File: src/rtl/card_seq_pkg.sv
package card_seq_pkg;
  typedef enum logic [2:0] {
    ST_POR, ST_IDLE, ST_ACT, ST_ON, ST_DEACT, ST_HOLD
  } seq_state_e;

  // Step thresholds, in half units of T, counted from t1 or t11
  localparam logic [3:0] ACT_VCC  = 4'd1;
  localparam logic [3:0] ACT_IO   = 4'd8;
  localparam logic [3:0] ACT_LAST = 4'd13; // step 14 = t5
  localparam logic [3:0] DE_CLK   = 4'd1;
  localparam logic [3:0] DE_IO    = 4'd2;
  localparam logic [3:0] DE_VCC   = 4'd7;
  localparam logic [3:0] DE_LAST  = 4'd9;  // step 10 = booster off
endpackage

File: src/rtl/half_tick_gen.sv
module half_tick_gen #(
  parameter int HALF = 32
) (
  input  logic clk,
  input  logic rst_n,
  input  logic clr,
  output logic tick
);
  localparam int DW = (HALF > 2) ? $clog2(HALF) : 1;
  localparam logic [DW-1:0] LAST = DW'(HALF - 1);

  logic [DW-1:0] div_q;

  always_ff @(posedge clk or negedge rst_n) begin
    if (!rst_n)             div_q <= '0;
    else if (clr)           div_q <= '0;
    else if (div_q == LAST) div_q <= '0;
    else                    div_q <= div_q + 1'b1;
  end

  assign tick = (div_q == LAST);
endmodule

File: src/rtl/por_hold.sv
module por_hold #(
  parameter int HALVES = 800
) (
  input  logic clk,
  input  logic rst_n,
  input  logic run,
  input  logic alarm,
  input  logic tick,
  output logic done
);
  localparam int PW = (HALVES > 2) ? $clog2(HALVES) : 1;
  localparam logic [PW-1:0] LAST = PW'(HALVES - 1);

  logic [PW-1:0] cnt_q;

  always_ff @(posedge clk or negedge rst_n) begin
    if (!rst_n)              cnt_q <= '0;
    else if (!run || alarm)  cnt_q <= '0;
    else if (tick && !done)  cnt_q <= cnt_q + 1'b1;
  end

  assign done = run && !alarm && tick && (cnt_q == LAST);
endmodule

File: src/rtl/fault_status.sv
module fault_status (
  input  logic clk,
  input  logic rst_n,
  input  logic start_n,
  input  logic present,
  input  logic ovc,
  input  logic ovt,
  input  logic in_session,
  output logic off_n
);
  logic fault_q;

  always_ff @(posedge clk or negedge rst_n) begin
    if (!rst_n)       fault_q <= 1'b0;
    else if (start_n) fault_q <= 1'b0;
    else if (in_session && (!present || ovc || ovt)) fault_q <= 1'b1;
  end

  assign off_n = start_n ? present : !fault_q;
endmodule

File: src/rtl/session_fsm.sv
module session_fsm
  import card_seq_pkg::*;
(
  input  logic clk,
  input  logic rst_n,
  input  logic start_n,
  input  logic rst_req,
  input  logic fault,
  input  logic alarm,
  input  logic tick,
  input  logic por_done,
  output logic seq_clr,
  output logic in_por,
  output logic in_session,
  output logic boost_en,
  output logic vcc_en,
  output logic io_en,
  output logic clk_en,
  output logic card_rst
);
  seq_state_e st_q, st_d;
  logic [3:0] step_q;
  logic hold_q, alarm_pend_q;
  logic vcc_q, io_q, clk_q;
  logic abort, vcc_up, io_up, clk_up, live, down;

  assign live  = (st_q == ST_ACT) || (st_q == ST_ON);
  assign down  = (st_q == ST_DEACT);
  assign abort = start_n || fault || alarm;

  always_comb begin
    st_d    = st_q;
    seq_clr = 1'b0;
    unique case (st_q)
      ST_POR:   if (por_done) st_d = start_n ? ST_IDLE : ST_HOLD;
      ST_IDLE:  if (alarm) st_d = ST_POR;
                else if (!start_n) begin st_d = ST_ACT; seq_clr = 1'b1; end
      ST_HOLD:  if (alarm) st_d = ST_POR;
                else if (start_n) st_d = ST_IDLE;
      ST_ACT:   if (abort) begin st_d = ST_DEACT; seq_clr = 1'b1; end
                else if (tick && step_q == ACT_LAST) st_d = ST_ON;
      ST_ON:    if (abort) begin st_d = ST_DEACT; seq_clr = 1'b1; end
      ST_DEACT: if (tick && step_q == DE_LAST)
                  st_d = (alarm_pend_q || alarm) ? ST_POR
                       : (start_n ? ST_IDLE : ST_HOLD);
      default:  st_d = ST_POR;
    endcase
  end

  always_ff @(posedge clk or negedge rst_n) begin
    if (!rst_n) begin
      st_q <= ST_POR;
      step_q <= '0;
      hold_q <= 1'b0;
      alarm_pend_q <= 1'b0;
      vcc_q <= 1'b0;
      io_q <= 1'b0;
      clk_q <= 1'b0;
    end else begin
      st_q <= st_d;
      if (seq_clr) step_q <= '0;
      else if (tick && (live || down)) step_q <= step_q + 4'd1;
      if (st_q == ST_IDLE && st_d == ST_ACT) hold_q <= rst_req;
      if (st_q == ST_POR) alarm_pend_q <= 1'b0;
      else if (alarm)     alarm_pend_q <= 1'b1;
      if (live) begin
        vcc_q <= vcc_q | vcc_up;
        io_q  <= io_q  | io_up;
        clk_q <= clk_q | clk_up;
      end else if (!down) begin
        vcc_q <= 1'b0;
        io_q  <= 1'b0;
        clk_q <= 1'b0;
      end
    end
  end

  assign vcc_up = (st_q == ST_ON) || (st_q == ST_ACT && step_q >= ACT_VCC);
  assign io_up  = (st_q == ST_ON) || (st_q == ST_ACT && step_q >= ACT_IO);
  assign clk_up = (st_q == ST_ON) ||
                  (st_q == ST_ACT && step_q >= ACT_IO && (!hold_q || !rst_req));

  assign boost_en   = live || down;
  assign vcc_en     = vcc_up || (down && vcc_q && step_q < DE_VCC);
  assign io_en      = io_up  || (down && io_q  && step_q < DE_IO);
  assign clk_en     = clk_up || (live && clk_q) || (down && clk_q && step_q < DE_CLK);
  assign card_rst   = (st_q == ST_ON) && rst_req;
  assign in_por     = (st_q == ST_POR);
  assign in_session = live;
endmodule

File: src/rtl/card_session_seq.sv
module card_session_seq #(
  parameter int TICK_DIV = 64,
  parameter int POR_T    = 400
) (
  input  logic clk,
  input  logic rst_n,
  input  logic start_n,
  input  logic rst_req,
  input  logic pres_hi,
  input  logic pres_lo_n,
  input  logic ovc,
  input  logic ovt,
  input  logic alarm,
  output logic boost_en,
  output logic vcc_en,
  output logic io_en,
  output logic clk_en,
  output logic card_rst,
  output logic off_n
);
  localparam int HALF   = TICK_DIV / 2;
  localparam int HALVES = 2 * POR_T;

  logic present, fault, tick, seq_clr, in_por, in_session, por_done;

  assign present = pres_hi || !pres_lo_n;
  assign fault   = !present || ovc || ovt;

  half_tick_gen #(.HALF(HALF)) u_tick (
    .clk(clk), .rst_n(rst_n), .clr(seq_clr), .tick(tick)
  );

  por_hold #(.HALVES(HALVES)) u_por (
    .clk(clk), .rst_n(rst_n), .run(in_por), .alarm(alarm),
    .tick(tick), .done(por_done)
  );

  session_fsm u_fsm (
    .clk(clk), .rst_n(rst_n), .start_n(start_n), .rst_req(rst_req),
    .fault(fault), .alarm(alarm), .tick(tick), .por_done(por_done),
    .seq_clr(seq_clr), .in_por(in_por), .in_session(in_session),
    .boost_en(boost_en), .vcc_en(vcc_en), .io_en(io_en),
    .clk_en(clk_en), .card_rst(card_rst)
  );

  fault_status u_stat (
    .clk(clk), .rst_n(rst_n), .start_n(start_n), .present(present),
    .ovc(ovc), .ovt(ovt), .in_session(in_session), .off_n(off_n)
  );
endmodule

File: config.mk
export PLATFORM = sky130hd
export DESIGN_NAME = card_session_seq
export DESIGN_NICKNAME = d
export VERILOG_FILES = /design/src/rtl/card_seq_pkg.sv /design/src/rtl/half_tick_gen.sv /design/src/rtl/por_hold.sv /design/src/rtl/fault_status.sv /design/src/rtl/session_fsm.sv /design/src/rtl/card_session_seq.sv
export SDC_FILE = /design/constraint.sdc
export NUM_CORES = 1
export LEC_CHECK = 0
export ABC_AREA = 0
export CORE_MARGIN = 1.5
export CORE_UTILIZATION = 51
export CTS_CLUSTER_DIAMETER = 30
export DETAILED_ROUTE_END_ITERATION = 16
export GPL_ROUTABILITY_DRIVEN = 0
export PLACE_DENSITY = 0.75
export SETUP_SLACK_MARGIN = 0.02
export SLEW_MARGIN = 15
export SYNTH_ARGS = -nofsm -noshare
export SYNTH_HDL_FRONTEND = slang
export SYNTH_SLANG_ARGS = --single-unit
File: constraint.sdc
create_clock -name clk -period 1.92 [get_ports clk]
set_input_delay 0.288 -clock clk [delete_from_list [all_inputs] [get_ports clk]]
set_output_delay 0.288 -clock clk [all_outputs]
set_load 0.1 [all_outputs]
==> metrics.cfg <==
[floorplanning]
dieHeight_um=58.5
rows=19
core_sq_um=2830
io_pins=15
die-area_sq_um=3430
start_util=0.556
die_x_um=58.5

[detailed_routing]
wirelength_um=4440
drc=0
vias=1454
drt-initial-drc-count=89
final_antenna_net_count=0
via_per_inst=6.19
avgRoutedWirePerCell_um=18.9
drt_first_pass_iters=4

[yosys]
syn_area_sq_um=1570
ys_ff_latch=28
synth_top_area_cell=dfrtp_1
ys_seq_area_frac=0.446
ys_types=40
synth_xor_area_frac=0.0501
synth_fp_nets=182
syn-instance-count=167
synthMuxAreaShare=0.0334
synth_top_family_by_area=simple AND/OR/NAND/NOR gates
synth-compound-area-share=0.129
synth_fa_ha_area_frac=0.0477
syn_area_per_cell_sq_um=9.42
synth.most_common_cell=dfrtp_1
synth_edf_count=0
synthArstFlopShare=1.00
synthTopCellsByArea=dfrtp_1, nor2_1, ha_1, xor2_1, nand3_1
synth_top_area_frac=0.446
yosys_warnings=0
yosys.area_share.simple=0.256
synth_common_cells=dfrtp_1, nor2_1, nand3_1
synth-main-ff-cell=dfrtp_1

[cells_and_area]
stdcell_count=235
post-route-util=0.775
seq_area_sq_um=706
fillers=169
area_delta_synth_final_pct=39.4
multi_input_area_sq_um=987
drive_above_1_share=0.373
final_cell_area_sq_um=2190
antenna_cells=0
nets=221

[cts]
cts_max_level=1
cts_hold_buf=0
clockBufferDepth=2
clk_pin_slew_ps=150
insertion_delay_ps=330
cts_num_sinks=28
cts_inserted_buffers=3
cts-root-buf=clkbuf_4
cts_tree=built

[timing]
hold_slack_ps=307
worst_slew_pin_slew_ps=387
grt_setup_unrepaired=true
fin_setup_tns_ps=-103
max_freq_mhz=494
finalHoldViolations=0
setup_slack_ps=-103
setup_viol=1
fin_skew_ps=2.42
period_share=1.05
max_slew_margin=0.740
slew_viol_final=0
min_period_ps=2020

[setup_path]
critPathSlowestCell=dfrtp_1
path_cells=a21boi_0 -> o21ai_1 -> o21ai_4 -> buf_12
startpoint_type=register
crit_required_ps=1630
arrival_ps=1740
max_stage_delay_ps=540
critical_path.max_fanout=7
end_kind=output pin
critPathKind=register to output pin

[power]
finalPower_mw=1.91
pwr_density_cell_nw_per_um2=870
p_leak_nw=0.952
peakVddDrop_mv=0.939

[grt]
grt_pass1_vias=1373
track_usage=0.226
grt_pass1_wl_um=6040
grt_remaining_overflow=0
antenna_found_initial=0
grt_max_degree=29

[place]
dp_hpwl_um=2390
dpl_worst_slack_ps=-11.2
dp_cells=213
portBuffers=14
postPlaceCellArea_sq_um=1860

[outcome]
violations=setup timing
status=finished with violations

[job]
cap_violations=0

[min_path]
hp-class=primary input to asynchronous set/reset pin

==> flip-flops by register name, indices dropped and copies added (netlist names) <==
signal	flops
u_fsm.vcc_q	1
u_stat.fault_q	1
u_tick.div_q	5
u_fsm.hold_q	1
u_fsm.io_q	1
u_fsm.alarm_pend_q	1
u_por.cnt_q	10
u_fsm.st_q	3
u_fsm.clk_q	1
u_fsm.step_q	4
==> power by group <==
part           total [mW]  switching, mW  internal [mW]
sequential          0.853          0.149          0.704
combinational       0.804          0.408          0.396
clock               0.252          0.178         0.0739
total                1.91          0.734           1.17
==> path summary, 6_finish.rpt <==
path | from | depth (start not counted) | slack (ps) | end
max | u_fsm.step_q[3] | 4 | -100 | clk_en
min | rst_n | 2 | 310 | u_por.cnt_q[9]
max reg2reg | u_tick.div_q[1] | 6 | 60 | u_fsm.st_q[0]
min reg2reg | u_fsm.vcc_q | 1 | 520 | u_fsm.vcc_q
max in group asynchronous | rst_n | 2 | 1330 | u_fsm.st_q[0]
min in group clk | u_fsm.vcc_q | 1 | 520 | u_fsm.vcc_q
==> logic make-up after synthesis <==
kind of cell,Yosys count
XOR/XNOR,9
AND/OR/NAND/NOR,75
flip-flops,28
multiplexers,5
buffers and inverters,14
adder cells (fa/ha/maj),6
AO/OA/AOI/OAI,30
==> worst max-delay path: cells and delay by family (launching register included) <==
kind | cells | cell delay (ps)
AOI/OAI and AO/OA | 3 | 670
DFF | 1 | 540
buffers and inverters | 1 | 190
==> routing by layer <==
layer | part of all wire | vias to the layer above | track usage
li1 | - | 669 | -
met1 | 0.41 | 730 | 0.316
met2 | 0.51 | 45 | 0.369
met3 | 0.047 | 10 | 0.0264
met4 | 0.025 | 0 | 0.0698
met5 | 0 | - | 0
==> what timing repair did <==
action,in CTS,in global routing
buffers inserted,5,14
pin swaps,1,10
endpoints found under the setup margin,7,9
gates resized for setup,9,33
==> final cells by class <==
| class | count | share of cell area |
|---|---|---|
| multi-input combinational | 125 | 0.450 |
| sequential | 28 | 0.322 |
| timing repair buffer | 41 | 0.188 |
| tap | 31 | 0.0177 |
| inverter | 7 | 0.0120 |
| clock buffer | 3 | 0.0103 |
==> placed cells by master (no fill, tap or decap), types with 5 or more instances in the layout <==
cell              n
buf_12            6
buf_4            23
clkdlybuf4s50_1   8
dfrtp_1          24
inv_1             5
nand2_1           6
nand2b_1          5
nand3_1           8
nor2_1           17
nor3_1            7
o21ai_0           6
xor2_1            7
Power figures use the tool's default switching activity.
